--- src/rtl/cdma_pkg.sv ---
package cdma_pkg;

    localparam logic [7:0] OFS_CNT  = 8'h00;
    localparam logic [7:0] OFS_SRC  = 8'h10;
    localparam logic [7:0] OFS_DST  = 8'h20;
    localparam logic [7:0] OFS_NXT  = 8'h30;
    localparam logic [7:0] OFS_CTL  = 8'h40;
    localparam logic [7:0] OFS_PRIO = 8'h60;
    localparam logic [7:0] OFS_CUR  = 8'h70;
    localparam logic [7:0] OFS_MASK = 8'h80;
    localparam logic [7:0] OFS_STS  = 8'hA0;

    localparam int CTL_EN    = 12;
    localparam int CTL_FETCH = 13;
    localparam int CTL_ACT   = 14;
    localparam int CTL_ABORT = 20;
    localparam int CTL_CHAIN = 9;

    localparam logic [1:0] STEP_HOLD = 2'b10;

    typedef enum logic [2:0] {
        ST_IDLE,
        ST_FETCH,
        ST_SETUP,
        ST_READ,
        ST_WRITE,
        ST_DONE,
        ST_PAUSE
    } cdma_state_e;

    function automatic logic [6:0] burst_words(input logic [2:0] code);
        unique case (code)
            3'b000:  burst_words = 7'd1;
            3'b001:  burst_words = 7'd2;
            3'b011:  burst_words = 7'd4;
            3'b110:  burst_words = 7'd8;
            3'b111:  burst_words = 7'd16;
            3'b101:  burst_words = 7'd32;
            default: burst_words = 7'd1;
        endcase
    endfunction

endpackage

--- src/rtl/cdma_beat_buf.sv ---
module cdma_beat_buf #(
    parameter int DEPTH = 32,
    parameter int WIDTH = 32,
    localparam int IDX_W = $clog2(DEPTH)
) (
    input  logic             clk,
    input  logic             wr_en,
    input  logic [IDX_W-1:0] wr_idx,
    input  logic [WIDTH-1:0] wr_data,
    input  logic [IDX_W-1:0] rd_idx,
    output logic [WIDTH-1:0] rd_data
);

    logic [WIDTH-1:0] store_q [DEPTH];

    always_ff @(posedge clk) begin
        if (wr_en) begin
            store_q[wr_idx] <= wr_data;
        end
    end

    assign rd_data = store_q[rd_idx];

endmodule

--- src/rtl/cdma_engine.sv ---
module cdma_engine
    import cdma_pkg::*;
#(
    parameter int ADDR_W    = 32,
    parameter int CNT_W     = 17,
    parameter int BUF_DEPTH = 32,
    localparam int IDX_W    = $clog2(BUF_DEPTH)
) (
    input  logic              clk,
    input  logic              rst_n,
    input  logic              en_i,
    input  logic              chain_i,
    input  logic [2:0]        burst_i,
    input  logic              fetch_pend_i,
    input  logic              abort_pend_i,
    input  logic [CNT_W-1:0]  cnt_i,
    input  logic [ADDR_W-1:0] src_i,
    input  logic [ADDR_W-1:0] dst_i,
    input  logic [ADDR_W-5:0] nxt_blk_i,
    input  logic              mem_ready_i,
    output logic              mem_req_o,
    output logic              mem_we_o,
    output logic [ADDR_W-1:0] mem_addr_o,
    output logic              buf_we_o,
    output logic [IDX_W-1:0]  beat_idx_o,
    output logic              active_o,
    output logic              fetch_take_o,
    output logic              cur_ld_o,
    output logic              desc_ld_o,
    output logic [1:0]        desc_sel_o,
    output logic              src_step_o,
    output logic              dst_step_o,
    output logic              cnt_dec_o,
    output logic              done_o,
    output logic              abort_done_o
);

    cdma_state_e      state_q, state_d;
    logic [1:0]       word_q, word_d;
    logic [IDX_W-1:0] beat_q, beat_d;
    logic [IDX_W:0]   blen_q, blen_d;
    logic [IDX_W:0]   beat_nx;
    logic             last_beat;
    logic             xfer;
    logic [CNT_W-1:0] bw_full, wc_full, plan_full;

    assign xfer      = mem_req_o && mem_ready_i;
    assign beat_nx   = {1'b0, beat_q} + 1'b1;
    assign last_beat = (beat_nx == blen_q);

    // burst planning: min(burst code length, buffer depth, words left)
    always_comb begin
        bw_full = CNT_W'(burst_words(burst_i));
        if (bw_full > CNT_W'(BUF_DEPTH)) begin
            bw_full = CNT_W'(BUF_DEPTH);
        end
        wc_full   = cnt_i >> 2;
        plan_full = (wc_full < bw_full) ? wc_full : bw_full;
    end

    always_ff @(posedge clk or negedge rst_n) begin
        if (!rst_n) begin
            state_q <= ST_IDLE;
            word_q  <= '0;
            beat_q  <= '0;
            blen_q  <= '0;
        end else begin
            state_q <= state_d;
            word_q  <= word_d;
            beat_q  <= beat_d;
            blen_q  <= blen_d;
        end
    end

    always_comb begin
        state_d      = state_q;
        word_d       = word_q;
        beat_d       = beat_q;
        blen_d       = blen_q;
        mem_req_o    = 1'b0;
        mem_we_o     = 1'b0;
        mem_addr_o   = '0;
        buf_we_o     = 1'b0;
        fetch_take_o = 1'b0;
        cur_ld_o     = 1'b0;
        desc_ld_o    = 1'b0;
        desc_sel_o   = word_q;
        src_step_o   = 1'b0;
        dst_step_o   = 1'b0;
        cnt_dec_o    = 1'b0;
        done_o       = 1'b0;
        abort_done_o = 1'b0;
        unique case (state_q)
            ST_IDLE: begin
                if (abort_pend_i) begin
                    abort_done_o = 1'b1;
                end else if (en_i && fetch_pend_i) begin
                    fetch_take_o = 1'b1;
                    cur_ld_o     = 1'b1;
                    word_d       = '0;
                    state_d      = ST_FETCH;
                end else if (en_i && (cnt_i != '0)) begin
                    state_d = ST_SETUP;
                end
            end
            ST_FETCH: begin
                mem_req_o  = 1'b1;
                mem_addr_o = {nxt_blk_i, word_q, 2'b00};
                if (xfer) begin
                    desc_ld_o = 1'b1;
                    if (abort_pend_i) begin
                        abort_done_o = 1'b1;
                        state_d      = ST_IDLE;
                    end else if (word_q == 2'd3) begin
                        state_d = ST_SETUP;
                    end else begin
                        word_d = word_q + 2'd1;
                    end
                end
            end
            ST_SETUP: begin
                if (abort_pend_i) begin
                    abort_done_o = 1'b1;
                    state_d      = ST_IDLE;
                end else if (cnt_i == '0) begin
                    state_d = ST_DONE;
                end else if (!en_i) begin
                    state_d = ST_PAUSE;
                end else begin
                    blen_d  = (IDX_W+1)'(plan_full);
                    beat_d  = '0;
                    state_d = ST_READ;
                end
            end
            ST_READ: begin
                mem_req_o  = 1'b1;
                mem_addr_o = src_i;
                if (xfer) begin
                    buf_we_o   = 1'b1;
                    src_step_o = 1'b1;
                    if (abort_pend_i) begin
                        abort_done_o = 1'b1;
                        state_d      = ST_IDLE;
                    end else if (last_beat) begin
                        beat_d  = '0;
                        state_d = ST_WRITE;
                    end else begin
                        beat_d = beat_nx[IDX_W-1:0];
                    end
                end
            end
            ST_WRITE: begin
                mem_req_o  = 1'b1;
                mem_we_o   = 1'b1;
                mem_addr_o = dst_i;
                if (xfer) begin
                    dst_step_o = 1'b1;
                    cnt_dec_o  = 1'b1;
                    if (abort_pend_i) begin
                        abort_done_o = 1'b1;
                        state_d      = ST_IDLE;
                    end else if (last_beat) begin
                        state_d = ST_SETUP;
                    end else begin
                        beat_d = beat_nx[IDX_W-1:0];
                    end
                end
            end
            ST_DONE: begin
                if (abort_pend_i) begin
                    abort_done_o = 1'b1;
                    state_d      = ST_IDLE;
                end else begin
                    done_o = 1'b1;
                    if (chain_i) begin
                        cur_ld_o = 1'b1;
                        word_d   = '0;
                        state_d  = ST_FETCH;
                    end else begin
                        state_d = ST_IDLE;
                    end
                end
            end
            ST_PAUSE: begin
                if (abort_pend_i) begin
                    abort_done_o = 1'b1;
                    state_d      = ST_IDLE;
                end else if (en_i) begin
                    state_d = ST_SETUP;
                end
            end
            default: state_d = ST_IDLE;
        endcase
    end

    assign active_o   = (state_q != ST_IDLE);
    assign beat_idx_o = beat_q;

    // a pending request keeps its command until accepted
    assert_req_hold_R11: assert property (@(posedge clk) disable iff (!rst_n)
        (mem_req_o && !mem_ready_i) |=> (mem_req_o && $stable(mem_addr_o) && $stable(mem_we_o)));

    // beat index never runs past the planned burst
    assert_beat_in_burst_R4: assert property (@(posedge clk) disable iff (!rst_n)
        (state_q == ST_READ || state_q == ST_WRITE) |-> ({1'b0, beat_q} < blen_q));

    // without chain the channel goes inactive after completion
    assert_stop_unchained_R7: assert property (@(posedge clk) disable iff (!rst_n)
        (done_o && !chain_i) |=> !active_o);

endmodule

--- src/rtl/cdma_channel.sv ---
module cdma_channel
    import cdma_pkg::*;
#(
    parameter int ADDR_W    = 32,
    parameter int CNT_W     = 17,
    parameter int BUF_DEPTH = 32,
    localparam int IDX_W    = $clog2(BUF_DEPTH)
) (
    input  logic              clk,
    input  logic              rst_n,
    input  logic              reg_wr,
    input  logic [7:0]        reg_addr,
    input  logic [31:0]       reg_wdata,
    output logic [31:0]       reg_rdata,
    output logic              mem_req,
    output logic              mem_we,
    output logic [ADDR_W-1:0] mem_addr,
    output logic [31:0]       mem_wdata,
    input  logic              mem_ready,
    input  logic [31:0]       mem_rdata,
    output logic              irq
);

    logic [CNT_W-1:0]  cnt_q;
    logic [ADDR_W-1:0] src_q, dst_q, nxt_q, cur_q;
    logic [31:0]       prio_q;
    logic              mask_q, sts_q;
    logic              en_q, chain_q, fetch_q, abort_q;
    logic [2:0]        burst_q, ssz_q;
    logic [1:0]        sstep_q, dstep_q;

    logic              active, buf_we, fetch_take, cur_ld, desc_ld;
    logic [1:0]        desc_sel;
    logic              src_step, dst_step, cnt_dec, done, abort_done;
    logic [IDX_W-1:0]  beat_idx;

    cdma_engine #(
        .ADDR_W   (ADDR_W),
        .CNT_W    (CNT_W),
        .BUF_DEPTH(BUF_DEPTH)
    ) u_engine (
        .clk         (clk),
        .rst_n       (rst_n),
        .en_i        (en_q),
        .chain_i     (chain_q),
        .burst_i     (burst_q),
        .fetch_pend_i(fetch_q),
        .abort_pend_i(abort_q),
        .cnt_i       (cnt_q),
        .src_i       (src_q),
        .dst_i       (dst_q),
        .nxt_blk_i   (nxt_q[ADDR_W-1:4]),
        .mem_ready_i (mem_ready),
        .mem_req_o   (mem_req),
        .mem_we_o    (mem_we),
        .mem_addr_o  (mem_addr),
        .buf_we_o    (buf_we),
        .beat_idx_o  (beat_idx),
        .active_o    (active),
        .fetch_take_o(fetch_take),
        .cur_ld_o    (cur_ld),
        .desc_ld_o   (desc_ld),
        .desc_sel_o  (desc_sel),
        .src_step_o  (src_step),
        .dst_step_o  (dst_step),
        .cnt_dec_o   (cnt_dec),
        .done_o      (done),
        .abort_done_o(abort_done)
    );

    cdma_beat_buf #(
        .DEPTH(BUF_DEPTH),
        .WIDTH(32)
    ) u_buf (
        .clk    (clk),
        .wr_en  (buf_we),
        .wr_idx (beat_idx),
        .wr_data(mem_rdata),
        .rd_idx (beat_idx),
        .rd_data(mem_wdata)
    );

    always_ff @(posedge clk or negedge rst_n) begin
        if (!rst_n) begin
            cnt_q   <= '0;
            src_q   <= '0;
            dst_q   <= '0;
            nxt_q   <= '0;
            cur_q   <= '0;
            prio_q  <= '0;
            mask_q  <= 1'b0;
            sts_q   <= 1'b0;
            en_q    <= 1'b0;
            chain_q <= 1'b0;
            fetch_q <= 1'b0;
            abort_q <= 1'b0;
            burst_q <= '0;
            ssz_q   <= '0;
            sstep_q <= '0;
            dstep_q <= '0;
        end else begin
            // software side
            if (reg_wr) begin
                unique case (reg_addr)
                    OFS_CNT:  cnt_q  <= {reg_wdata[CNT_W-1:2], 2'b00};
                    OFS_SRC:  src_q  <= ADDR_W'(reg_wdata);
                    OFS_DST:  dst_q  <= ADDR_W'(reg_wdata);
                    OFS_NXT:  nxt_q  <= {reg_wdata[ADDR_W-1:4], 4'h0};
                    OFS_PRIO: prio_q <= reg_wdata;
                    OFS_MASK: mask_q <= reg_wdata[0];
                    OFS_STS:  if (reg_wdata[0]) sts_q <= 1'b0;
                    OFS_CTL: begin
                        en_q    <= reg_wdata[CTL_EN];
                        chain_q <= reg_wdata[CTL_CHAIN];
                        ssz_q   <= reg_wdata[24:22];
                        burst_q <= reg_wdata[8:6];
                        dstep_q <= reg_wdata[5:4];
                        sstep_q <= reg_wdata[3:2];
                        if (reg_wdata[CTL_FETCH]) fetch_q <= 1'b1;
                        if (reg_wdata[CTL_ABORT]) abort_q <= 1'b1;
                    end
                    default: ;
                endcase
            end
            // engine side, takes precedence
            if (fetch_take) fetch_q <= 1'b0;
            if (cur_ld) cur_q <= nxt_q;
            if (desc_ld) begin
                unique case (desc_sel)
                    2'd0: cnt_q <= {mem_rdata[CNT_W-1:2], 2'b00};
                    2'd1: src_q <= ADDR_W'(mem_rdata);
                    2'd2: dst_q <= ADDR_W'(mem_rdata);
                    2'd3: nxt_q <= {mem_rdata[ADDR_W-1:4], 4'h0};
                    default: ;
                endcase
            end
            if (src_step && sstep_q != STEP_HOLD) src_q <= src_q + ADDR_W'(4);
            if (dst_step && dstep_q != STEP_HOLD) dst_q <= dst_q + ADDR_W'(4);
            if (cnt_dec) cnt_q <= cnt_q - CNT_W'(4);
            if (done) sts_q <= 1'b1;
            if (abort_done) begin
                en_q    <= 1'b0;
                abort_q <= 1'b0;
                fetch_q <= 1'b0;
            end
        end
    end

    always_comb begin
        reg_rdata = '0;
        unique case (reg_addr)
            OFS_CNT:  reg_rdata = 32'(cnt_q);
            OFS_SRC:  reg_rdata = 32'(src_q);
            OFS_DST:  reg_rdata = 32'(dst_q);
            OFS_NXT:  reg_rdata = 32'(nxt_q);
            OFS_PRIO: reg_rdata = prio_q;
            OFS_CUR:  reg_rdata = 32'(cur_q);
            OFS_MASK: reg_rdata = {31'd0, mask_q};
            OFS_STS:  reg_rdata = {31'd0, sts_q};
            OFS_CTL: begin
                reg_rdata[24:22]     = ssz_q;
                reg_rdata[CTL_ACT]   = active;
                reg_rdata[CTL_FETCH] = fetch_q;
                reg_rdata[CTL_EN]    = en_q;
                reg_rdata[CTL_CHAIN] = chain_q;
                reg_rdata[8:6]       = burst_q;
                reg_rdata[5:4]       = dstep_q;
                reg_rdata[3:2]       = sstep_q;
            end
            default: reg_rdata = '0;
        endcase
    end

    assign irq = sts_q & mask_q;

    // abort leaves the channel disabled and idle
    assert_abort_clears_R9: assert property (@(posedge clk) disable iff (!rst_n)
        abort_done |=> (!en_q && !active));

    // completion is recorded in the status bit
    assert_done_sets_status_R6: assert property (@(posedge clk) disable iff (!rst_n)
        done |=> sts_q);

    // a held source side keeps its address across beats
    assert_src_hold_R3: assert property (@(posedge clk) disable iff (!rst_n)
        (src_step && sstep_q == STEP_HOLD && !desc_ld && !(reg_wr && reg_addr == OFS_SRC))
        |=> $stable(src_q));

endmodule

--- config.mk ---
export PLATFORM = sky130hd
export DESIGN_NAME = cdma_channel
export DESIGN_NICKNAME = d
export VERILOG_FILES = /design/src/rtl/cdma_pkg.sv /design/src/rtl/cdma_beat_buf.sv /design/src/rtl/cdma_engine.sv /design/src/rtl/cdma_channel.sv
export SDC_FILE = /design/constraint.sdc
export NUM_CORES = 2
export LEC_CHECK = 0
export BUFFER_PORTS_ARGS = -buffer_cell sky130_fd_sc_hd__buf_2
export CORE_MARGIN = 5
export CORE_UTILIZATION = 60
export DETAILED_ROUTE_END_ITERATION = 10
export PLACE_DENSITY = 0.77
export SYNTH_ARGS = -nofsm -noshare
export SYNTH_HDL_FRONTEND = slang
export SYNTH_SLANG_ARGS = --single-unit
--- constraint.sdc ---
create_clock -name clk -period 4.7 [get_ports clk]
set_clock_uncertainty 0.05 [all_clocks]
set_input_delay 0.705 -clock clk [delete_from_list [all_inputs] [get_ports clk]]
set_output_delay 0.705 -clock clk [all_outputs]
set_load 0.05 [all_outputs]
# Word-level counts from Yosys, hierarchy flattened
# Memory sizes are Yosys's and may differ from the RTL's.
# Index checks and enable logic that the tools add are counted.
# W data, S select, Z words.
# op_classes
add_sub_neg	5
multipliers	0
div_mod_pow	0
magnitude_cmp	2
n_eq_ne	45
n_shift	0
mux	103
bitwise	3
n_reduce_logical	35
# ops
cell	count
$mux W32	14
$pmux W32 S3	1
$mux W17	5
$add A32 B3 Y32 const B	2
$pmux W8 S7	1
$mux W3	18
$mux W5	9
$pmux W3 S7	2
$pmux W7 S6	1
$pmux W7 S5	1
$mux W1	34
$pmux W6 S5	1
$ne A2 B2 Y1 const B	13
$eq A8 B7 Y1 const B	3
$eq A3 B3 Y1 const B	6
$pmux W3 S6	1
$reduce_and A9 Y1	2
$reduce_bool A3 Y1	6
$logic_not A17 Y1	1
$reduce_bool A17 Y1	1
$sub A17 B3 Y17 const B	1
$eq A8 B6 Y1 const B	2
$eq A8 B8 Y1 const B	2
$pmux W2 S8	1
other kinds (33)	65
# totals
reg_bits	209
latchBits	0
mem_bits_rw	1024
romBits	0
in_bits	76
output_inout_bits	99
elab_cells	214
mem_count	1
# memory_table
name	depth	word_bits	read_ports	rd_ports_with_merged_regs	wr	line_no	source
u_buf.store_q	32	32	1	0	1	cdma_beat_buf.sv:14	logic [WIDTH-1:0] store_q [DEPTH];

# Logic depth before layout (Yosys ltp)
# depth
depth_word	8
mapped_depth	11
depth_no_buf	8

# By module
# A second synthesis with hierarchy kept.
# hier_totals
hier_cells	3804
area_unflattened_um2	53746.5
# by_module_without_submodules
module	instances	cells_per_inst	area_per_inst_um2	seq_area_each_um2
cdma_beat_buf	1	2228	39852.0	30749.5
cdma_channel	1	1304	11828.8	4829.6
cdma_engine	1	272	2065.7	400.4

# Worst setup path before layout
# No wires, ideal clock.
# synth_timing
path_type	reg-to-reg
startpoint	reg u_engine.beat_q[0], in the netlist u_engine.beat_idx_o[0]
endpoint	reg u_engine.beat_q[2], in the netlist u_engine.beat_idx_o[2]
setup_time_ns	0.126
arrival_ns	3.329
required_ns	4.524
path_slack_ns	1.195
stages_incl_launch_ff	12
n_path_buf	3
synth_period_minus_slack_ns	3.505
cell_sequence	dfrtp_1 -> buf_2 -> buf_2 -> buf_1 -> inv_1 -> ha_1 -> xor2_1 -> nor2_1 -> inv_1 -> nor4_1 -> nor2_1 -> a221o_1
# synth_between
elab_chain_cells	6
word_cells_on_any_way	11
cone_classes	1 x add/sub; 2 x eq/ne; 7 x mux; 1 x reduce/logical
# synth_lines
element	line_no	source
start, declared	cdma_engine.sv:40	logic [IDX_W-1:0] beat_q, beat_d;
start signal, assigned	cdma_engine.sv:70	beat_q <= beat_d;
$add A5 B1 Y6 *	cdma_engine.sv:48	assign beat_nx = {1'b0, beat_q} + 1'b1;
$eq A6 B6 Y1	cdma_engine.sv:49	assign last_beat = (beat_nx == blen_q);
$mux W5	cdma_engine.sv:144	end else if (last_beat) begin
$mux W5	cdma_engine.sv:141	if (abort_pend_i) begin
$mux W5	cdma_engine.sv:138	if (xfer) begin
$pmux W5 S3	cdma_engine.sv:93	unique case (state_q)
# Every way passes the cells marked *; elsewhere a longest branch is shown, timed or not. The select of a mux whose other input is x is not followed.
# A chain may end at the register's enable or synchronous reset.

# Worst setup path after layout
# layout_timing
startpoint	reg u_engine.state_q[0]
endpoint	out mem_addr[18]
# layout_between
elab_chain_cells	2
word_cells_on_any_way	4
cone_classes	3 x eq/ne; 1 x mux
# layout_lines
element	line_no	source
start, declared	cdma_engine.sv:38	cdma_state_e state_q, state_d;
start signal, assigned	cdma_engine.sv:68	state_q <= state_d;
$eq A3 B3 Y1 (tied with other cells)	cdma_engine.sv:93	
$pmux W32 S3 *	cdma_engine.sv:93	
end, declared	cdma_channel.sv:17	output logic [ADDR_W-1:0] mem_addr,
# Every way passes the cells marked *; elsewhere a longest branch is shown, timed or not.

==> impl_metrics.ini <==
[run_status]
status = finished, final reports clean

[yosys]
synth_compound_area_share_pct = 7.487
avgSynthCellArea_um2 = 16.98
synth_xor_area_share_pct = 1.035
netlist_instances = 3039
synth_edf_count = 1024
yosys.area_share.simple_pct = 5.060
synthesis.area_um2 = 51610
synthMuxAreaShare_pct = 14.46
async_reset_ff_share_pct = 16.95
synth-seq-area-share_pct = 69.72
synth_top_family_by_area = multiplexers
synth_nets = 3132
synth-seq-cells = 1233
synthFlopType = edfxtp_1
ys_warn_count = 0
synth_adder_area_share_pct = 0.4122
synth_cell_types = 71

[routing]
wl_per_cell_um = 34.42
vias = 32250
drtAntennaViolNets = 0
drc = 0
first_iter_violations = 4878
route.met2.wl_um = 74040
routed_wl_um = 154100
firstDrtPassIters = 6
routed_via_density = 7.203
top_layer_used = met4
wl_met3_um = 18330
wl_met1_um = 54920

[clocking]
htreeDepth = 3
clk_pin_slew_ps = 70
cts_buffer_depth = 3
clockRootBuffer = clkbuf_16
ctsResizeCount = 0
post_cts_buffers = 0
cts_tree = done
ctsHoldBuffers = 0
clock_sinks = 1233
insertion_delay_ps = 710
cts_buffers = 118

[timing]
max_freq_mhz = 221.2
setup_ws_ps = 179.3
rsz0062_at_grt = false
report.final.setup_viol = 0
min_period_ps = 4521
slew_headroom_pct = 10.70
fin_crit_sh_pct = 96.19
drv_slew = 0
worst_slew_pin_slew_ps = 1329
fin_tns_setup_ps = 0
finalHoldViolCount = 0

[finish]
drive_gt1_share_pct = 26.41
syn_to_final_growth_pct = 13.09
layout.nets = 3321

[critical_path]
cp-start-kind = flip-flop
cp_cell_sequence = nor2b_2 -> a22oi_1 -> o21ai_0 -> buf_2
cp_max_fo = 21
end_kind = output port
critPathArrivalTime_ps = 3770
critPathSlowestCell = nor2b_2
critPathBufInv = 1
criticalPathCategory = reg -> out
slowest_delay_ps = 1160
path_delay_family = simple AND/OR/NAND/NOR gates
cp.required_ps = 3940

[grt]
gr-usage-all-layers_pct = 33.93
grt_pass1_wl_um = 225500
grt_max_degree = 112
first_global_vias = 32600
grt_overflow = 0
grt_antenna_before_repair = 6

[floorplanning]
dieWidth_um = 303.3
initial_core_util_pct = 60.51
core_area_um2 = 85280
die_height_um = 303.3
io_pins = 175
rows = 107
die-area_um2 = 91980

[place]
port_buffers = 174
dp_slack_ps = 638.6
place.gp.congestion = 0.9470
hpwl_um = 87920

[run]
drv_cap = 0

[pwr]
leakage_nw = 19.99
peakVddDrop_uv = 394.7
p_per_area_nw_per_um2 = 473.8

[worst_hold_path]
min_path_type = in -> async
==> per-stage QoR <==
stage	power, W	instances	utilization [%]	hold WS (ps)	area (um2)
after CTS	0.02769	4472	68.42	94.30	58350
after global placement	0.01788	4252	63.75	418.2	54370
after floorplan	0.01645	3039	-	359.4	51610
after detailed placement	0.01797	4252	63.75	443.9	54370
after global routing	0.02864	4475	68.43	151.3	58360
final	0.02765	4478	68.44	70.71	58360
==> layout make-up <==
class	instances	area [um2]
Timing Repair Buffer	281	1846
Clock inverter	81	917.1
Antenna cell	6	15.01
Tap cell	1144	1431
Fill cell	5292	26920
Multi-Input combinational cell	1569	15010
Sequential cell	1233	35990
Inverter	25	93.84
Clock buffer	139	3063
==> cell families (layout without fill, tap and decap cells) <==
group,Yosys count,count (layout)
and+or+nand+nor,520,520
adders and majority gates,17,17
DFF,1233,1233
other,0,6
AOI/OAI and AO/OA,561,561
xor gates and xnor gates,61,61
muxes,410,410
buffers and inverters,237,526
==> cell usage after synthesis (9+ instances only) <==
| cell | count | share of area (%) |
|---|---|---|
| mux2i_1 | 57 | 1.1 |
| xor2_1 | 30 | 0.51 |
| o22ai_1 | 46 | 0.56 |
| buf_1 | 23 | 0.17 |
| and3_1 | 49 | 0.59 |
| a21oi_1 | 49 | 0.48 |
| ha_1 | 17 | 0.41 |
| o21ai_0 | 117 | 1.1 |
| mux4_2 | 256 | 11 |
| nand4_1 | 44 | 0.53 |
| a22oi_1 | 209 | 3.0 |
| a211oi_1 | 36 | 0.52 |
| xnor2_1 | 31 | 0.53 |
| clkbuf_1 | 155 | 1.1 |
| nand3_1 | 41 | 0.40 |
| buf_2 | 31 | 0.30 |
| nand2_1 | 178 | 1.3 |
| nand2b_1 | 13 | 0.16 |
| edfxtp_1 | 1024 | 60 |
| nor2_1 | 96 | 0.70 |
| mux2_2 | 85 | 1.9 |
| inv_1 | 25 | 0.18 |
| nor3_1 | 24 | 0.23 |
| a222oi_1 | 23 | 0.45 |
| a22o_1 | 21 | 0.36 |
| dfrtp_1 | 209 | 10 |
| mux2_4 | 9 | 0.26 |
| a31oi_1 | 9 | 0.11 |
==> cells in the final DEF, fill, tap and decap left out, types with 8 or more instances in the layout <==
master      Yosys  layout
a211oi_1       36      36
a21oi_1        49      49
a222oi_1       23      23
a22o_1         21      21
a22oi_1       209     209
a31oi_1         9       9
and3_1         49      47
buf_12          0      13
buf_2          31     173
buf_4           2      94
bufinv_16       0      17
clkbuf_1      155      19
clkbuf_16       0     119
clkinv_1        0      21
clkinv_2        0      22
clkinvlp_4      0      10
dfrtp_1       209     207
edfxtp_1     1024    1024
ha_1           17      17
inv_1          25      25
mux2_2         85      85
mux2_4          9       9
mux2i_1        57      57
mux4_2        256     256
nand2_1       178     177
nand2b_1       13      13
nand3_1        41      40
nand4_1        44      44
nor2_1         96      60
nor2_4          1      34
nor3_1         24      21
o21ai_0       117     116
o22ai_1        46      46
o2bb2ai_1       8       8
or3_1           8       8
xnor2_1        31      31
xor2_1         30      30
==> per-layer routing <==
layer / GRT usage, % / vias up
li1: - / 12740
met1: 46.41 / 16440
met2: 54.21 / 2673
met3: 7.626 / 403
met4: 13.52 / 0
met5: 0 / -
==> final timing paths <==
check | start | endpoint | slack, ps | depth (start not counted)
setup reg to reg | u_engine.state_q[0] | u_buf.store_q[13][15] | 920 | 5
hold reg to reg | prio_q[26] | prio_q[26] | 450 | 1
hold / removal | rst_n | sstep_q[1] | 70 | 1
min in group clk | reg_wdata[0] | prio_q[0] | 230 | 2
setup / recovery | u_engine.state_q[0] | mem_addr[18] | 180 | 4
max in group asynchronous | rst_n | dst_q[21] | 3290 | 2
==> state kept, by name, indices dropped and copies added (netlist names) <==
name	cells
u_buf.store_q	1024
cur_q	32
dst_q	32
nxt_q	32
prio_q	32
src_q	32
cnt_q	17
u_engine.blen_q	6
u_engine.beat_idx_o	5
burst_q	3
ssz_q	3
u_engine.state_q	3
dstep_q	2
sstep_q	2
u_engine.desc_sel_o	2
abort_q	1
chain_q	1
en_q	1
fetch_q	1
mask_q	1
sts_q	1
==> report_power, final <==
part	switching (W)	total (W)	internal [W]
clock	0.00418	0.00980	0.00561
sequential	0.000763	0.0129	0.0121
combinational	0.00272	0.00498	0.00226
total	0.00766	0.0277	0.0200
(Power assumes the default switching activity.)
